==> src/rtl/gps_pkg.sv <==
// Shared types for the grouped port sequencer.
// Assumes: nothing beyond the standard language.
package gps_pkg;

    typedef enum logic [1:0] {
        ST_IDLE = 2'd0,
        ST_RD   = 2'd1,
        ST_WR   = 2'd2,
        ST_GAP  = 2'd3
    } seq_state_e;

    typedef enum logic {
        DIR_RD = 1'b0,
        DIR_WR = 1'b1
    } dir_e;

endpackage

==> src/rtl/gps_req_queue.sv <==
// Request queue: a circular buffer of DEPTH entries with a valid/ready push
// side and a combinational head. A pop is honoured in the cycle it is raised.
// Assumes: pop is raised only while not_empty is high.
module gps_req_queue #(
    parameter int WIDTH = 13,
    parameter int DEPTH = 32
) (
    input  logic             clk,
    input  logic             rst_n,
    input  logic             push_valid,
    output logic             push_ready,
    input  logic [WIDTH-1:0] push_data,
    input  logic             pop,
    output logic [WIDTH-1:0] head,
    output logic             not_empty
);
    localparam int PTR_W = (DEPTH > 1) ? $clog2(DEPTH) : 1;
    localparam int CNT_W = $clog2(DEPTH + 1);

    logic [WIDTH-1:0] store [DEPTH];
    logic [PTR_W-1:0] wr_ptr, rd_ptr;
    logic [CNT_W-1:0] count;
    logic             do_push;

    assign push_ready = (count != CNT_W'(DEPTH));
    assign do_push    = push_valid && push_ready;
    assign not_empty  = (count != '0);
    assign head       = store[rd_ptr];

    // Write the pushed entry into the buffer.
    always_ff @(posedge clk) begin
        if (do_push) begin
            store[wr_ptr] <= push_data;
        end
    end

    // Advance the pointers and the occupancy count.
    always_ff @(posedge clk) begin
        if (!rst_n) begin
            wr_ptr <= '0;
            rd_ptr <= '0;
            count  <= '0;
        end else begin
            if (do_push) begin
                wr_ptr <= (wr_ptr == PTR_W'(DEPTH - 1)) ? '0 : wr_ptr + 1'b1;
            end
            if (pop) begin
                rd_ptr <= (rd_ptr == PTR_W'(DEPTH - 1)) ? '0 : rd_ptr + 1'b1;
            end
            case ({do_push, pop})
                2'b10:   count <= count + 1'b1;
                2'b01:   count <= count - 1'b1;
                default: count <= count;
            endcase
        end
    end

    AST_POP_NONEMPTY: assert property (@(posedge clk) disable iff (!rst_n)
        pop |-> (count != '0));

endmodule

==> src/rtl/gps_group_ctrl.sv <==
// Group controller: decides, one cycle ahead, which queue feeds the port in
// the next cycle. It runs groups of one direction, closes a group at
// GROUP_MAX accesses or on an empty queue, and then holds a mode-dependent
// gap before the next group.
// Assumes: mode is stable while groups are in flight, and the gap
// parameters are at least 1.
module gps_group_ctrl
    import gps_pkg::*;
#(
    parameter int GROUP_MAX = 16,
    parameter int GAP_LONG  = 8,
    parameter int GAP_SHORT = 4,
    parameter int MODE_W    = 3
) (
    input  logic              clk,
    input  logic              rst_n,
    input  logic [MODE_W-1:0] mode,
    input  logic              rd_avail,
    input  logic              wr_avail,
    output logic              issue_rd,
    output logic              issue_wr,
    output logic              grp_start,
    output logic              dir_flip
);
    localparam int CNT_W   = $clog2(GROUP_MAX + 1);
    localparam int GAP_MAX = (GAP_LONG > GAP_SHORT) ? GAP_LONG : GAP_SHORT;
    localparam int GAP_W   = $clog2(GAP_MAX + 1);

    seq_state_e       state, state_n;
    logic [CNT_W-1:0] grp_cnt, grp_cnt_n;
    logic [GAP_W-1:0] gap_cnt, gap_cnt_n, gap_len;
    dir_e             last_dir, last_dir_n;
    logic             have_grp, have_grp_n;
    logic             pick_rd, pick_wr, grp_full;

    // Gap length chosen by the mode input.
    always_comb begin
        if (mode == MODE_W'(1) || mode == MODE_W'(2)) begin
            gap_len = GAP_W'(GAP_LONG);
        end else begin
            gap_len = GAP_W'(GAP_SHORT);
        end
    end

    assign pick_rd  = rd_avail && (!wr_avail || last_dir == DIR_WR);
    assign pick_wr  = wr_avail && !pick_rd;
    assign grp_full = (grp_cnt == CNT_W'(GROUP_MAX));

    // Next-state decision and issue strobes.
    always_comb begin
        state_n    = state;
        grp_cnt_n  = grp_cnt;
        gap_cnt_n  = gap_cnt;
        last_dir_n = last_dir;
        have_grp_n = have_grp;
        issue_rd   = 1'b0;
        issue_wr   = 1'b0;
        grp_start  = 1'b0;
        dir_flip   = 1'b0;
        case (state)
            ST_RD: begin
                if (rd_avail && !grp_full) begin
                    issue_rd  = 1'b1;
                    grp_cnt_n = grp_cnt + 1'b1;
                end else begin
                    state_n   = ST_GAP;
                    gap_cnt_n = gap_len;
                end
            end
            ST_WR: begin
                if (wr_avail && !grp_full) begin
                    issue_wr  = 1'b1;
                    grp_cnt_n = grp_cnt + 1'b1;
                end else begin
                    state_n   = ST_GAP;
                    gap_cnt_n = gap_len;
                end
            end
            default: begin
                if (state == ST_GAP && gap_cnt != GAP_W'(1)) begin
                    gap_cnt_n = gap_cnt - 1'b1;
                end else if (pick_rd) begin
                    issue_rd   = 1'b1;
                    grp_start  = 1'b1;
                    dir_flip   = have_grp && (last_dir != DIR_RD);
                    state_n    = ST_RD;
                    grp_cnt_n  = CNT_W'(1);
                    last_dir_n = DIR_RD;
                    have_grp_n = 1'b1;
                end else if (pick_wr) begin
                    issue_wr   = 1'b1;
                    grp_start  = 1'b1;
                    dir_flip   = have_grp && (last_dir != DIR_WR);
                    state_n    = ST_WR;
                    grp_cnt_n  = CNT_W'(1);
                    last_dir_n = DIR_WR;
                    have_grp_n = 1'b1;
                end else begin
                    state_n = ST_IDLE;
                end
            end
        endcase
    end

    // Register the controller state.
    always_ff @(posedge clk) begin
        if (!rst_n) begin
            state    <= ST_IDLE;
            grp_cnt  <= '0;
            gap_cnt  <= '0;
            last_dir <= DIR_WR;
            have_grp <= 1'b0;
        end else begin
            state    <= state_n;
            grp_cnt  <= grp_cnt_n;
            gap_cnt  <= gap_cnt_n;
            last_dir <= last_dir_n;
            have_grp <= have_grp_n;
        end
    end

    AST_GROUP_BOUND: assert property (@(posedge clk) disable iff (!rst_n)
        (state == ST_RD || state == ST_WR) |-> (grp_cnt != '0 && grp_cnt <= CNT_W'(GROUP_MAX)));
    AST_GROUP_CLOSE: assert property (@(posedge clk) disable iff (!rst_n)
        ((state == ST_RD || state == ST_WR) && grp_full) |=> (state == ST_GAP));
    AST_ONE_DIR: assert property (@(posedge clk) disable iff (!rst_n)
        !(issue_rd && issue_wr));

endmodule

==> src/rtl/gps_port_drv.sv <==
// Port driver: registers the port pins from the controller's issue strobes.
// It keeps the two indicator lines and the strobe, and captures read bytes.
// Assumes: issue_rd and issue_wr are never high together. Consecutive
// writes of one group are issued in consecutive cycles.
module gps_port_drv #(
    parameter int ADDR_W    = 13,
    parameter int DATA_W    = 8,
    parameter int GAP_LONG  = 8,
    parameter int GAP_SHORT = 4,
    parameter int MODE_W    = 3
) (
    input  logic              clk,
    input  logic              rst_n,
    input  logic [MODE_W-1:0] mode,
    input  logic              issue_rd,
    input  logic              issue_wr,
    input  logic              grp_start,
    input  logic              dir_flip,
    input  logic [ADDR_W-1:0] rd_addr,
    input  logic [ADDR_W-1:0] wr_addr,
    input  logic [DATA_W-1:0] wr_data,
    input  logic [DATA_W-1:0] data_in,
    output logic [ADDR_W-1:0] port_addr,
    output logic              port_rw1,
    output logic              port_rw2,
    output logic              port_strobe,
    output logic [DATA_W-1:0] port_data_out,
    output logic              port_data_oe,
    output logic              rsp_valid,
    output logic [DATA_W-1:0] rsp_data
);
    localparam int GAP_MAX = (GAP_LONG > GAP_SHORT) ? GAP_LONG : GAP_SHORT;
    localparam int QUIET_W = $clog2(GAP_MAX + 2);

    logic act_rd, act_wr;

    // Drive address, data, enable and strobe for the coming cycle.
    always_ff @(posedge clk) begin
        if (!rst_n) begin
            port_addr     <= '0;
            port_data_out <= '0;
            port_data_oe  <= 1'b0;
            port_strobe   <= 1'b1;
            act_rd        <= 1'b0;
            act_wr        <= 1'b0;
        end else begin
            act_rd <= issue_rd;
            act_wr <= issue_wr;
            if (issue_rd) begin
                port_addr    <= rd_addr;
                port_data_oe <= 1'b0;
                port_strobe  <= 1'b0;
            end else if (issue_wr) begin
                port_addr     <= wr_addr;
                port_data_out <= wr_data;
                port_data_oe  <= 1'b1;
                port_strobe   <= grp_start ? 1'b0 : ~port_strobe;
            end else begin
                port_data_oe <= 1'b0;
                port_strobe  <= 1'b1;
            end
        end
    end

    // Indicator lines: one per write cycle, one per direction change.
    always_ff @(posedge clk) begin
        if (!rst_n) begin
            port_rw1 <= 1'b1;
            port_rw2 <= 1'b1;
        end else begin
            if (issue_wr) port_rw1 <= ~port_rw1;
            if (dir_flip) port_rw2 <= ~port_rw2;
        end
    end

    // Capture the returned byte at the end of each read cycle.
    always_ff @(posedge clk) begin
        if (!rst_n) begin
            rsp_valid <= 1'b0;
            rsp_data  <= '0;
        end else begin
            rsp_valid <= act_rd;
            if (act_rd) rsp_data <= data_in;
        end
    end

    // Checker state: idle cycles since the last access (saturating).
    logic               act_now, act_prev, seen_acc;
    logic [QUIET_W-1:0] quiet_cnt;
    logic [QUIET_W-1:0] gap_need;
    assign act_now  = act_rd || act_wr;
    assign gap_need = (mode == MODE_W'(1) || mode == MODE_W'(2)) ? QUIET_W'(GAP_LONG) : QUIET_W'(GAP_SHORT);

    // Track idle run length between accesses for the gap check.
    always_ff @(posedge clk) begin
        if (!rst_n) begin
            act_prev  <= 1'b0;
            seen_acc  <= 1'b0;
            quiet_cnt <= '0;
        end else begin
            act_prev <= act_now;
            if (act_now) begin
                seen_acc  <= 1'b1;
                quiet_cnt <= '0;
            end else if (quiet_cnt != QUIET_W'(GAP_MAX + 1)) begin
                quiet_cnt <= quiet_cnt + 1'b1;
            end
        end
    end

    AST_GAP_KEPT: assert property (@(posedge clk) disable iff (!rst_n)
        (act_now && !act_prev && seen_acc) |-> (quiet_cnt >= gap_need));
    AST_NO_MIX: assert property (@(posedge clk) disable iff (!rst_n)
        !(act_rd && $past(act_wr)) && !(act_wr && $past(act_rd)));
    AST_IDLE_PINS: assert property (@(posedge clk) disable iff (!rst_n)
        !act_now |-> (port_strobe && !port_data_oe && $stable(port_addr)));
    AST_RW1_ON_WRITE: assert property (@(posedge clk) disable iff (!rst_n)
        !$stable(port_rw1) |-> act_wr);
    AST_RSP_AFTER_READ: assert property (@(posedge clk) disable iff (!rst_n)
        rsp_valid |-> $past(act_rd));

endmodule

==> src/rtl/gport_sequencer.sv <==
// Top of the grouped port sequencer: two request queues feed the group
// controller, which steers the port driver.
// Assumes: requests are offered only while the matching ready is high, and
// mode changes only while no group is pending.
module gport_sequencer #(
    parameter int ADDR_W      = 13,
    parameter int DATA_W      = 8,
    parameter int QUEUE_DEPTH = 32,
    parameter int GROUP_MAX   = 16,
    parameter int GAP_LONG    = 8,
    parameter int GAP_SHORT   = 4,
    parameter int MODE_W      = 3
) (
    input  logic              clk,
    input  logic              rst_n,
    input  logic [MODE_W-1:0] mode,
    input  logic              rd_req_valid,
    output logic              rd_req_ready,
    input  logic [ADDR_W-1:0] rd_req_addr,
    input  logic              wr_req_valid,
    output logic              wr_req_ready,
    input  logic [ADDR_W-1:0] wr_req_addr,
    input  logic [DATA_W-1:0] wr_req_data,
    output logic              rd_rsp_valid,
    output logic [DATA_W-1:0] rd_rsp_data,
    output logic [ADDR_W-1:0] port_addr,
    output logic              port_rw1,
    output logic              port_rw2,
    output logic              port_strobe,
    output logic [DATA_W-1:0] port_data_out,
    output logic              port_data_oe,
    input  logic [DATA_W-1:0] port_data_in
);
    localparam int WR_W = ADDR_W + DATA_W;

    logic              rd_avail, wr_avail;
    logic              issue_rd, issue_wr, grp_start, dir_flip;
    logic [ADDR_W-1:0] rd_head;
    logic [WR_W-1:0]   wr_head;

    gps_req_queue #(.WIDTH(ADDR_W), .DEPTH(QUEUE_DEPTH)) i_rd_queue (
        .clk        (clk),
        .rst_n      (rst_n),
        .push_valid (rd_req_valid),
        .push_ready (rd_req_ready),
        .push_data  (rd_req_addr),
        .pop        (issue_rd),
        .head       (rd_head),
        .not_empty  (rd_avail)
    );

    gps_req_queue #(.WIDTH(WR_W), .DEPTH(QUEUE_DEPTH)) i_wr_queue (
        .clk        (clk),
        .rst_n      (rst_n),
        .push_valid (wr_req_valid),
        .push_ready (wr_req_ready),
        .push_data  ({wr_req_addr, wr_req_data}),
        .pop        (issue_wr),
        .head       (wr_head),
        .not_empty  (wr_avail)
    );

    gps_group_ctrl #(
        .GROUP_MAX (GROUP_MAX),
        .GAP_LONG  (GAP_LONG),
        .GAP_SHORT (GAP_SHORT),
        .MODE_W    (MODE_W)
    ) i_ctrl (
        .clk       (clk),
        .rst_n     (rst_n),
        .mode      (mode),
        .rd_avail  (rd_avail),
        .wr_avail  (wr_avail),
        .issue_rd  (issue_rd),
        .issue_wr  (issue_wr),
        .grp_start (grp_start),
        .dir_flip  (dir_flip)
    );

    gps_port_drv #(
        .ADDR_W    (ADDR_W),
        .DATA_W    (DATA_W),
        .GAP_LONG  (GAP_LONG),
        .GAP_SHORT (GAP_SHORT),
        .MODE_W    (MODE_W)
    ) i_drv (
        .clk           (clk),
        .rst_n         (rst_n),
        .mode          (mode),
        .issue_rd      (issue_rd),
        .issue_wr      (issue_wr),
        .grp_start     (grp_start),
        .dir_flip      (dir_flip),
        .rd_addr       (rd_head),
        .wr_addr       (wr_head[WR_W-1:DATA_W]),
        .wr_data       (wr_head[DATA_W-1:0]),
        .data_in       (port_data_in),
        .port_addr     (port_addr),
        .port_rw1      (port_rw1),
        .port_rw2      (port_rw2),
        .port_strobe   (port_strobe),
        .port_data_out (port_data_out),
        .port_data_oe  (port_data_oe),
        .rsp_valid     (rd_rsp_valid),
        .rsp_data      (rd_rsp_data)
    );

endmodule

==> config.mk <==
export PLATFORM = sky130hd
export DESIGN_NAME = gport_sequencer
export DESIGN_NICKNAME = d
export VERILOG_FILES = /design/src/rtl/gps_pkg.sv /design/src/rtl/gps_req_queue.sv /design/src/rtl/gps_group_ctrl.sv /design/src/rtl/gps_port_drv.sv /design/src/rtl/gport_sequencer.sv
export SDC_FILE = /design/constraint.sdc
export NUM_CORES = 1
export LEC_CHECK = 0
export BUFFER_PORTS_ARGS = -buffer_cell sky130_fd_sc_hd__buf_2
export CORE_MARGIN = 2
export CORE_UTILIZATION = 45
export CTS_CLUSTER_DIAMETER = 150
export DETAILED_ROUTE_END_ITERATION = 10
export GPL_ROUTABILITY_DRIVEN = 0
export GPL_TIMING_DRIVEN = 0
export PLACE_DENSITY = 0.66
export SLEW_MARGIN = 5
export SYNTH_ARGS = -nofsm -noshare
export SYNTH_HDL_FRONTEND = slang
export SYNTH_SLANG_ARGS = --single-unit
==> constraint.sdc <==
create_clock -name clk -period 4.5 [get_ports clk]
set_clock_uncertainty 0.05 [all_clocks]
set_input_delay 0.45 -clock clk [delete_from_list [all_inputs] [get_ports clk]]
set_output_delay 0.45 -clock clk [all_outputs]
set_load 0.02 [all_outputs]
==> results_dict.tcl <==
set metrics [dict create \
    num_io_pins 85 \
    track_usage 0.213 \
    drtIter0Drc 2707 \
    ys_ff_latch 1178 \
    die_w_um 323 \
    synth_most_common_cell "edfxtp_1" \
    worst_slack_ns 0.299 \
    syn_avg_cell_area_um2 21.3 \
    grt_overflow 0 \
    via_per_inst 5.93 \
    postCtsSetupBuffers 0 \
    max_freq_mhz 238 \
    start_util 0.452 \
    start_kind "register" \
    slew_headroom 0.0766 \
    synth_top_cell_by_area "edfxtp_1" \
    finalSetupViolCount 0 \
    worstSetupPathType "register to register" \
    synthTopCellsByCount "edfxtp_1, mux4_2, nor2_1" \
    die_y_um 323 \
    p_leak_nw 16.3 \
    slew_viol_final 0 \
    numCtsBuffers 114 \
    dp_hpwl_um 72300 \
    ys_seq_area_frac 0.751 \
    period_share 0.934 \
    yosysWarnings 0 \
    finalNetCount 2482 \
    status "complete, no violations" \
    finalCriticalPeriod_ns 4.20 \
    netlist.area_leader.share 0.712 \
    critPathRequiredTime_ns 5.00 \
    first_pass_iters 5 \
    tns_ns 0 \
    rsz0062_at_grt "no" \
    core_mm2 0.101 \
    ant_nets 0 \
    io_buffers 84 \
    clk_latency_ns 0.70 \
    routed_wl_um 111000 \
    synth_edf_count 1088 \
    hold_ws_ns 0.100 \
    worstMarginPinSlew_ns 1.38 \
    synth_fp_nets 2228 \
    drive_gt1_frac 0.306 \
    cts_root_buf "clkbuf_16" \
    power.density_mw_per_mm2 513 \
    hp-class "input pin to register" \
    endpoint_kind "register" \
    clk_pin_slew_worst_paths_ns 0.06 \
    ys_top_cells_by_area "edfxtp_1, mux4_2, dfxtp_1, nor2_1, ha_1" \
    wl_per_cell_um 28.6 \
    clkSinkCount 1178 \
    crit_fanout 11 \
    p_total_mw 27.2 \
    max-vdd-ir-drop_mv 0.322 \
    grt_pass1_wl_um 159000 \
    grt_pass1_vias 23188 \
    drc_errors 0 \
    grt_max_degree 33 \
    arrival_ns 4.71 \
    synth.cell_area_mm2 0.0459 \
    die-area_mm2 0.105 \
    syn_inst 2153 \
    hold_violations 0 \
    antenna_found_initial 8 \
    fin_util 0.523 \
    synth_ff_type "edfxtp_1" \
    cts_tree "built" \
    async_flop_share 0 \
    route.vias.total 22966 \
    post-place-ws_ns 0.0571 \
    htreeDepth 3 \
    rows 117 \
    maxCapViolCount 0 \
    syn_to_final_growth_pct 15.6 \
    cts_buffer_depth 3 \
    synth.distinct_cells 68 \
]
## sequential cells by signal (all words and copies together) (netlist names), 2 cells and up, named ones only
| name | flops |
|---|---|
| i_rd_queue.count | 6 |
| i_rd_queue.wr_ptr | 5 |
| i_ctrl.gap_cnt | 4 |
| i_wr_queue.store | 672 |
| i_drv.port_addr | 13 |
| i_wr_queue.count | 6 |
| i_ctrl.grp_cnt | 5 |
| i_rd_queue.rd_ptr | 5 |
| i_ctrl.state | 2 |
| i_wr_queue.rd_ptr | 5 |
| i_wr_queue.wr_ptr | 5 |
| i_drv.rsp_data | 8 |
| i_rd_queue.store | 416 |
| i_drv.port_data_out | 8 |
## area by class of cell
class	instances	area, um^2
clock buffer	151	3050
timing repair buffer	138	1460
buffer	116	513
inverter	22	82.6
antenna	1	2.50
tap	1368	1710
multi-input combinational	837	11100
sequential	1178	34500
fill	7756	48400
clock inverter	62	601
## power by group
group / switching (mW) / internal, mW
clock: 4.03 / 5.30
sequential: 0.209 / 12.2
combinational: 3.19 / 2.26
## stage by stage
| step | instance area [um^2] | instances |
|---|---|---|
| global route | 53000 | 3872 |
| global placement | 48000 | 3605 |
| floorplan | 45900 | 2153 |
| finish | 53000 | 3873 |
| detailed placement | 49300 | 3651 |
| CTS | 53000 | 3872 |
## per-layer routing
layer	up-vias	part of all wire	global-route usage
li1	9496	-	-
met1	12221	0.39	0.288
met4	4	0.032	0.0701
met3	203	0.076	0.0368
met5	-	0.00020	0
met2	1042	0.50	0.353
## worst max-delay path, stage by stage, from the launching register on
cell      delay [ns]
dfxtp_1         0.43
ha_1            0.17
or3b_1          0.41
a21oi_2         0.26
a21oi_1         0.19
or2_0           0.22
buf_2           0.17
inv_1           0.33
buf_6           0.25
ha_1            0.22
clkbuf_2        0.26
xor2_1          0.10
ha_1            0.20
a21oi_1         0.27
a32oi_1         0.15
a21oi_1         0.20
xnor2_1         0.14
nor2_1          0.06
## repair_timing
item | 4_1_cts | 5_1_grt
gates resized for setup | 0 | 3
setup endpoints to repair | 0 | 2
endpoints found under the hold margin | 8 | 0
hold buffers | 8 | 0
## final timing paths
| check | from | slack [ns] | to | cells past startpoint |
|---|---|---|---|---|
| max | i_ctrl.gap_cnt[0] | 0.30 | i_rd_queue.count[4] | 17 |
| min | rst_n | 0.10 | i_drv.port_addr[11] | 3 |
| max reg2reg | i_ctrl.gap_cnt[0] | 0.30 | i_rd_queue.count[4] | 17 |
| min reg2reg | i_rd_queue.rd_ptr[4] | 0.42 | register | 2 |
## logic make-up after synthesis
logic type,synth area share
AND/OR/NAND/NOR,0.0298
adder cells (fa/ha/maj),0.00709
buffers and inverters,0.0130
AO/OA/AOI/OAI,0.0205
XOR/XNOR,0.00305
flip-flops,0.751
multiplexers,0.175
## cells in the final DEF, fill, tap and decap left out, drive strengths merged, types with 6 or more instances in the layout
master,count
and3,6
inv,23
clkbuf,216
xnor2,9
mux2i,29
nor3b,14
edfxtp,1088
mux4,340
dlygate4sd3,8
dfxtp,90
mux2,8
nand3b,8
a31oi,11
a21oi,49
bufinv,9
or4,7
nor2,113
o21ai,40
nor3,21
ha,26
nand3,16
a2111oi,10
a21o,6
xor2,7
clkinv,49
nand2,48
or3b,6
buf,181
Note: power is estimated with default switching activity, not from simulation.
